### config.mk
export PLATFORM = sky130hd
export DESIGN_NAME = vr_softstart_seq
export DESIGN_NICKNAME = d
export VERILOG_FILES = /design/src/rtl/vrss_pkg.sv /design/src/rtl/vrss_vid_filter.sv /design/src/rtl/vrss_stepper.sv /design/src/rtl/vr_softstart_seq.sv
export SDC_FILE = /design/constraint.sdc
export NUM_CORES = 1
export LEC_CHECK = 0
export ABC_AREA = 1
export BUFFER_PORTS_ARGS = -buffer_cell sky130_fd_sc_hd__buf_2
export CORE_UTILIZATION = 50
export CTS_CLUSTER_SIZE = 20
export DETAILED_ROUTE_END_ITERATION = 12
export PLACE_DENSITY_LB_ADDON = 0.3
export SYNTH_ARGS = -nofsm -noshare
export SYNTH_HDL_FRONTEND = slang
export SYNTH_SLANG_ARGS = --single-unit
### constraint.sdc
create_clock -name clk -period 4.6 [get_ports clk]
set_input_delay 0.46 -clock clk [delete_from_list [all_inputs] [get_ports clk]]
set_output_delay 0.46 -clock clk [all_outputs]
set_load 0.005 [all_outputs]
### src/rtl/vrss_pkg.sv
package vrss_pkg;

    typedef enum logic [2:0] {
        ST_SHUT      = 3'd0,
        ST_DELAY     = 3'd1,
        ST_RAMP_BOOT = 3'd2,
        ST_HOLD      = 3'd3,
        ST_RAMP_VID  = 3'd4,
        ST_RUN       = 3'd5,
        ST_OFF       = 3'd6
    } vrss_state_e;

endpackage

### src/rtl/vrss_vid_filter.sv
module vrss_vid_filter #(
    parameter int VID_W          = 8,
    parameter int VID_STABLE_CYC = 50
) (
    input  logic             clk,
    input  logic             rst_n,
    input  logic [VID_W-1:0] vid,
    output logic [VID_W-1:0] vid_held,
    output logic             vid_ok
);
    localparam int STB_W = $clog2(VID_STABLE_CYC + 1);

    logic [VID_W-1:0] prev_d, prev_q;
    logic [STB_W-1:0] cnt_d,  cnt_q;

    always_comb begin
        prev_d = vid;
        cnt_d  = cnt_q;
        if (vid != prev_q) begin
            cnt_d = '0;
        end else if (cnt_q != STB_W'(VID_STABLE_CYC)) begin
            cnt_d = cnt_q + 1'b1;
        end
    end

    always_ff @(posedge clk or negedge rst_n) begin
        if (!rst_n) begin
            prev_q <= '0;
            cnt_q  <= '0;
        end else begin
            prev_q <= prev_d;
            cnt_q  <= cnt_d;
        end
    end

    assign vid_held = prev_q;
    assign vid_ok   = (cnt_q == STB_W'(VID_STABLE_CYC)) && (vid == prev_q);

endmodule

### src/rtl/vrss_stepper.sv
module vrss_stepper #(
    parameter int CODE_W = 8
) (
    input  logic [CODE_W-1:0] code,
    input  logic [CODE_W-1:0] goal,
    input  logic              tick,
    output logic [CODE_W-1:0] next_code,
    output logic              at_goal
);
    always_comb begin
        next_code = code;
        if (tick) begin
            if (code < goal) begin
                next_code = code + 1'b1;
            end else if (code > goal) begin
                next_code = code - 1'b1;
            end
        end
    end

    assign at_goal = (code == goal);

endmodule

### src/rtl/vr_softstart_seq.sv
module vr_softstart_seq
    import vrss_pkg::*;
#(
    parameter int               CODE_W         = 8,
    parameter int               VID_W          = 8,
    parameter int               TD1_CYC        = 136000,
    parameter int               TD3_CYC        = 8500,
    parameter int               VID_STABLE_CYC = 50,
    parameter int               BOOT_CODE      = 176,
    parameter int               OFFSET_CODE    = 0,
    parameter logic [VID_W-1:0] OFF_CODE_A     = '0,
    parameter logic [VID_W-1:0] OFF_CODE_B     = '1
) (
    input  logic              clk,
    input  logic              rst_n,
    input  logic              bias_ok,
    input  logic              en_a_ok,
    input  logic              en_b_ok,
    input  logic [VID_W-1:0]  vid,
    input  logic              ss_tick,
    input  logic              pg_window,
    output logic [CODE_W-1:0] dac_code,
    output logic              pwm_oe,
    output logic              vr_ready,
    output logic              latched_off
);
    localparam int CNT_MAX = (TD1_CYC > TD3_CYC) ? TD1_CYC : TD3_CYC;
    localparam int CNT_W   = $clog2(CNT_MAX + 1);

    typedef struct packed {
        vrss_state_e       st;
        logic [CNT_W-1:0]  cnt;
        logic [CODE_W-1:0] code;
        logic [CODE_W-1:0] target;
    } seq_s;

    function automatic logic [CODE_W-1:0] vid_to_code(input logic [VID_W-1:0] v);
        if (int'(v) > OFFSET_CODE) begin
            return CODE_W'(int'(v) - OFFSET_CODE);
        end
        return '0;
    endfunction

    function automatic logic is_off_code(input logic [VID_W-1:0] v);
        return (v == OFF_CODE_A) || (v == OFF_CODE_B);
    endfunction

    seq_s              s_d, s_q;
    logic              qual_ok;
    logic [VID_W-1:0]  vid_held;
    logic              vid_ok;
    logic [CODE_W-1:0] goal, step_code;
    logic              at_goal;

    assign qual_ok = bias_ok && en_a_ok && en_b_ok;
    assign goal    = (s_q.st == ST_RAMP_VID) ? s_q.target : CODE_W'(BOOT_CODE);

    vrss_vid_filter #(
        .VID_W         (VID_W),
        .VID_STABLE_CYC(VID_STABLE_CYC)
    ) u_vid (
        .clk     (clk),
        .rst_n   (rst_n),
        .vid     (vid),
        .vid_held(vid_held),
        .vid_ok  (vid_ok)
    );

    vrss_stepper #(
        .CODE_W(CODE_W)
    ) u_step (
        .code     (s_q.code),
        .goal     (goal),
        .tick     (ss_tick),
        .next_code(step_code),
        .at_goal  (at_goal)
    );

    always_comb begin
        s_d = s_q;
        unique case (s_q.st)
            ST_SHUT: begin
                s_d.code = '0;
                s_d.cnt  = '0;
                if (qual_ok) s_d.st = ST_DELAY;
            end
            ST_DELAY: begin
                if (s_q.cnt == CNT_W'(TD1_CYC - 1)) begin
                    s_d.st  = ST_RAMP_BOOT;
                    s_d.cnt = '0;
                end else begin
                    s_d.cnt = s_q.cnt + 1'b1;
                end
            end
            ST_RAMP_BOOT: begin
                if (at_goal) begin
                    s_d.st  = ST_HOLD;
                    s_d.cnt = '0;
                end else begin
                    s_d.code = step_code;
                end
            end
            ST_HOLD: begin
                if (s_q.cnt != CNT_W'(TD3_CYC - 1)) begin
                    s_d.cnt = s_q.cnt + 1'b1;
                end else if (vid_ok) begin
                    if (is_off_code(vid_held)) begin
                        s_d.st   = ST_OFF;
                        s_d.code = '0;
                    end else begin
                        s_d.st     = ST_RAMP_VID;
                        s_d.target = vid_to_code(vid_held);
                    end
                end
            end
            ST_RAMP_VID: begin
                if (at_goal) s_d.st = ST_RUN;
                else         s_d.code = step_code;
            end
            ST_RUN, ST_OFF: begin
                s_d = s_q;
            end
            default: begin
                s_d.st = ST_SHUT;
            end
        endcase
        if (!qual_ok) begin
            s_d.st   = ST_SHUT;
            s_d.code = '0;
            s_d.cnt  = '0;
        end
    end

    always_ff @(posedge clk or negedge rst_n) begin
        if (!rst_n) begin
            s_q.st     <= ST_SHUT;
            s_q.cnt    <= '0;
            s_q.code   <= '0;
            s_q.target <= '0;
        end else begin
            s_q <= s_d;
        end
    end

    assign dac_code    = s_q.code;
    assign pwm_oe      = (s_q.st != ST_SHUT) && (s_q.st != ST_OFF);
    assign vr_ready    = (s_q.st == ST_RUN) && pg_window;
    assign latched_off = (s_q.st == ST_OFF);

endmodule

==> impl_metrics.toml <==
[sta]
fmax_ghz = 0.3182
setup_violations = 0
worst_pin_slew_ns = 0.6529
fin_crit_sh_pct = 68.33
rsz0062_at_grt = "no"
fin_setup_tns_ns = 0
hold_viol_final = 0
final-max-slew-violation-count = 0
relSlewSlack_pct = 56.47
final.min_clock_period_ns = 3.143
fin_skew_ns = 0.007178
layout_setup_ws_ns = 1.457

[global_route]
grt_max_degree = 52
antenna_found_initial = 0
first_global_vias = 3014
grt_overflow = 0
grt_usage_pct = 22.92
grt_pass1_wl_um = 13600

[detailed_routing]
wl_per_cell_um = 12.76
vias = 3199
avgViaCountPerCell = 5.236
route.detailed.drc = 0
ant_nets = 0
first_pass_iters = 4
drtIter0Drc = 198
postRouteWirelength_um = 7796

[worst_setup_path]
critical_path.max_stage_delay_ns = 0.47
worst_setup_path_end_kind = "flop"
critPathMaxFanout = 10
cp-start-kind = "flop"
r2r-start = "s_q[35]$_DFFE_PN0P_"
worstPathArrival_ns = 3.35
crit_chain = "nor2_2 -> nand2_2 -> inv_1 -> nand2_1 -> ha_1 -> nand2_1 -> inv_1 -> nand2_1 -> nand2_1 -> nand2_1 -> nand2_1 -> ha_1 -> a21oi_1 -> o21ai_0 -> a21oi_1 -> nand3_1 -> nand2_1 -> o21ai_1"
required_ns = 4.81
crit_top_cell = "nand2_1"
slowest_stage = "dfrtp_1"
crit_path_start = "s_q[35]$_DFFE_PN0P_"
critical_path_class = "flop to flop"

[synth]
synth_nets = 530
synth_compound_area_share_pct = 10.49
synth_top_family_by_area = "simple AND/OR/NAND/NOR gates"
syn_area_per_cell_sq_um = 7.358
synth.ff_latch_count = 51
ys.warnings.count = 0
synth_xor_area_share_pct = 5.759
syn_area_sq_um = 3650
synthAdderAreaFrac_pct = 6.719
muxShareOfSynthArea_pct = 0
synth_simple_gate_area_share_pct = 32.64
ys_seq_area_share_pct = 34.97
synth_cells = 496
ys_types = 40

[clock_tree]
cts_buffer_depth = 2
clkLatencyLatePin_ns = 0.32
cts_buffers = 5
htreeDepth = 2
cts_hold_buf = 0
cts.sinks = 51
post_cts_resized = 0
cts_setup_buffers = 0
clkTransAtPathRegs_ns = 0.10
clock-root-buffer = "clkbuf_8"
cts_tree = "yes"

[power]
p_per_area_nw_per_um2 = 200.2
p_leak_nw = 1.914
ir_drop_mv = 0.1336

[floorplan]
die_x_um = 87.44
die_y_um = 87.44
fp.dieArea_sq_um = 7645
initial_utilization_pct = 52.84
ioPinCount = 26
num_rows = 30
fp.coreArea_sq_um = 6907

[placement]
place.detailed.hpwl_um = 5845
io_buffers = 25
gp_congestion = 0.9277
pre_cts_slack_ns = 1.522

[outcome]
status = "finished, final reports clean"

[finish]
n_antenna_cell = 0
num-nets-final = 548
layout_commonest_cell = "nand2_1"
drive_above_1_share_pct = 14.17
mostFrequentLayoutCells = "nand2_1 (145), dfrtp_1 (51), inv_1 (49)"
syn_to_final_growth_pct = 6.171

[hold_path]
holdCritPathClass = "primary input to async pin"

[flow_run]
maxCapViolCount = 0
-- area by class of cell --
| class | instances | area [sq um] |
|---|---|---|
| Tap cell | 96 | 120.1 |
| Sequential cell | 51 | 1276 |
| Multi-Input combinational cell | 370 | 2029 |
| Timing Repair Buffer | 26 | 132.6 |
| Clock inverter | 3 | 22.52 |
| Inverter | 60 | 225.2 |
| Fill cell | 672 | 3032 |
| Clock buffer | 5 | 68.82 |
-- cells by family (layout without fill, tap and decap cells) --
logic type               count (synthesis)  after routing
adder cells (fa/ha/maj)                 19             19
flip-flops                              51             51
buffers and inverters                   75             94
XOR/XNOR                                24             24
AND/OR/NAND/NOR                        263            263
AO/OA/AOI/OAI                           64             64
-- power breakdown --
group | leakage (nW) | internal, mW | switching [mW]
clock network | 0.0489 | 0.111 | 0.166
logic | 1.17 | 0.0143 | 0.0283
registers | 0.694 | 0.452 | 0.00443
total | 1.91 | 0.577 | 0.199
-- critical path: cells and delay by family (launching register included) --
kind                       cells  cell delay [ns]
buffers and inverters          2             0.19
and+or+nand+nor               10             1.05
AOI/OAI and AO/OA              4             0.60
DFF                            1             0.47
adders and majority gates      2             0.71
-- through the flow --
step | utilization, % | power (mW) | hold WS [ns] | cells | instance area [sq um]
after global placement | 54.78 | 0.5079 | 0.4679 | 603 | 3784
final | 56.11 | 0.7760 | 0.2397 | 611 | 3875
after CTS | 56.11 | 0.7835 | 0.2620 | 611 | 3875
after floorplan | - | 0.4860 | 0.1644 | 496 | 3650
after global routing | 56.11 | 0.8062 | 0.2616 | 611 | 3875
after detailed placement | 54.78 | 0.5089 | 0.4697 | 603 | 3784
-- registers in the layout, summed over array words and instances, names as in the netlist --
signal / flops
u_vid.vid_held: 8
u_vid.cnt_q: 6
s_q: 29
dac_code: 8
-- final timing paths --
| kind | cells past startpoint | slack, ns | end |
|---|---|---|---|
| setup reg to reg | 18 | 1.46 | dac_code[7]$_DFFE_PN0P_ |
| min in group clk | 1 | 0.26 | u_vid.vid_held[0]$_DFF_PN0_ |
| setup / recovery | 18 | 1.46 | dac_code[7]$_DFFE_PN0P_ |
| max in group asynchronous | 2 | 3.92 | s_q[31]$_DFFE_PN0P_ |
| hold / removal | 2 | 0.24 | u_vid.vid_held[2]$_DFF_PN0_ |
| hold reg to reg | 2 | 0.49 | s_q[4]$_DFFE_PN0P_ |
-- cell usage after synthesis --
master     number  area (sq um)
inv_2          10         37.54
buf_6           4         45.04
or2_2           1         6.260
o21ai_2         8         70.07
nor2_2          5         31.28
nand2_2         6         37.54
and2_1          1         6.260
dfrtp_1        51          1276
nor3b_1         1         7.510
o21ai_0        10         50.05
nor3_1          8         40.04
xnor2_1         9         78.83
a21o_1          3         22.52
nor3b_2         1         12.51
o21bai_1        1         7.510
xor2_1         15         131.4
nor2_8          1         20.02
o21ai_1        16         80.08
fa_1            1         20.02
nor2_1         37         138.9
inv_1          49         183.9
nand3_2         3         30.03
o22ai_1         1         6.260
clkinv_1        1         3.750
a31oi_1         2         12.51
nand3b_4        1         20.02
a21oi_2         1         8.760
nand4_1         7         43.79
ha_1           18         225.2
buf_1           1         3.750
o211ai_1        2         15.01
buf_4           8         60.06
nor2_4          2         22.52
a21oi_1        17         85.08
o2111ai_1       2         17.52
nand3b_1        4         30.03
o31ai_1         1         7.510
buf_2           2         10.01
nand3_1        40         200.2
nand2_1       145         544.3
-- routing by layer --
layer	track usage (%)	vias to the layer above	share of wire, %
met5	0	-	0
met3	4.076	12	5.3
li1	-	1638	-
met1	31.52	1447	49
met2	36.15	102	44
met4	8.197	0	1.2
(Power assumes the default switching activity.)
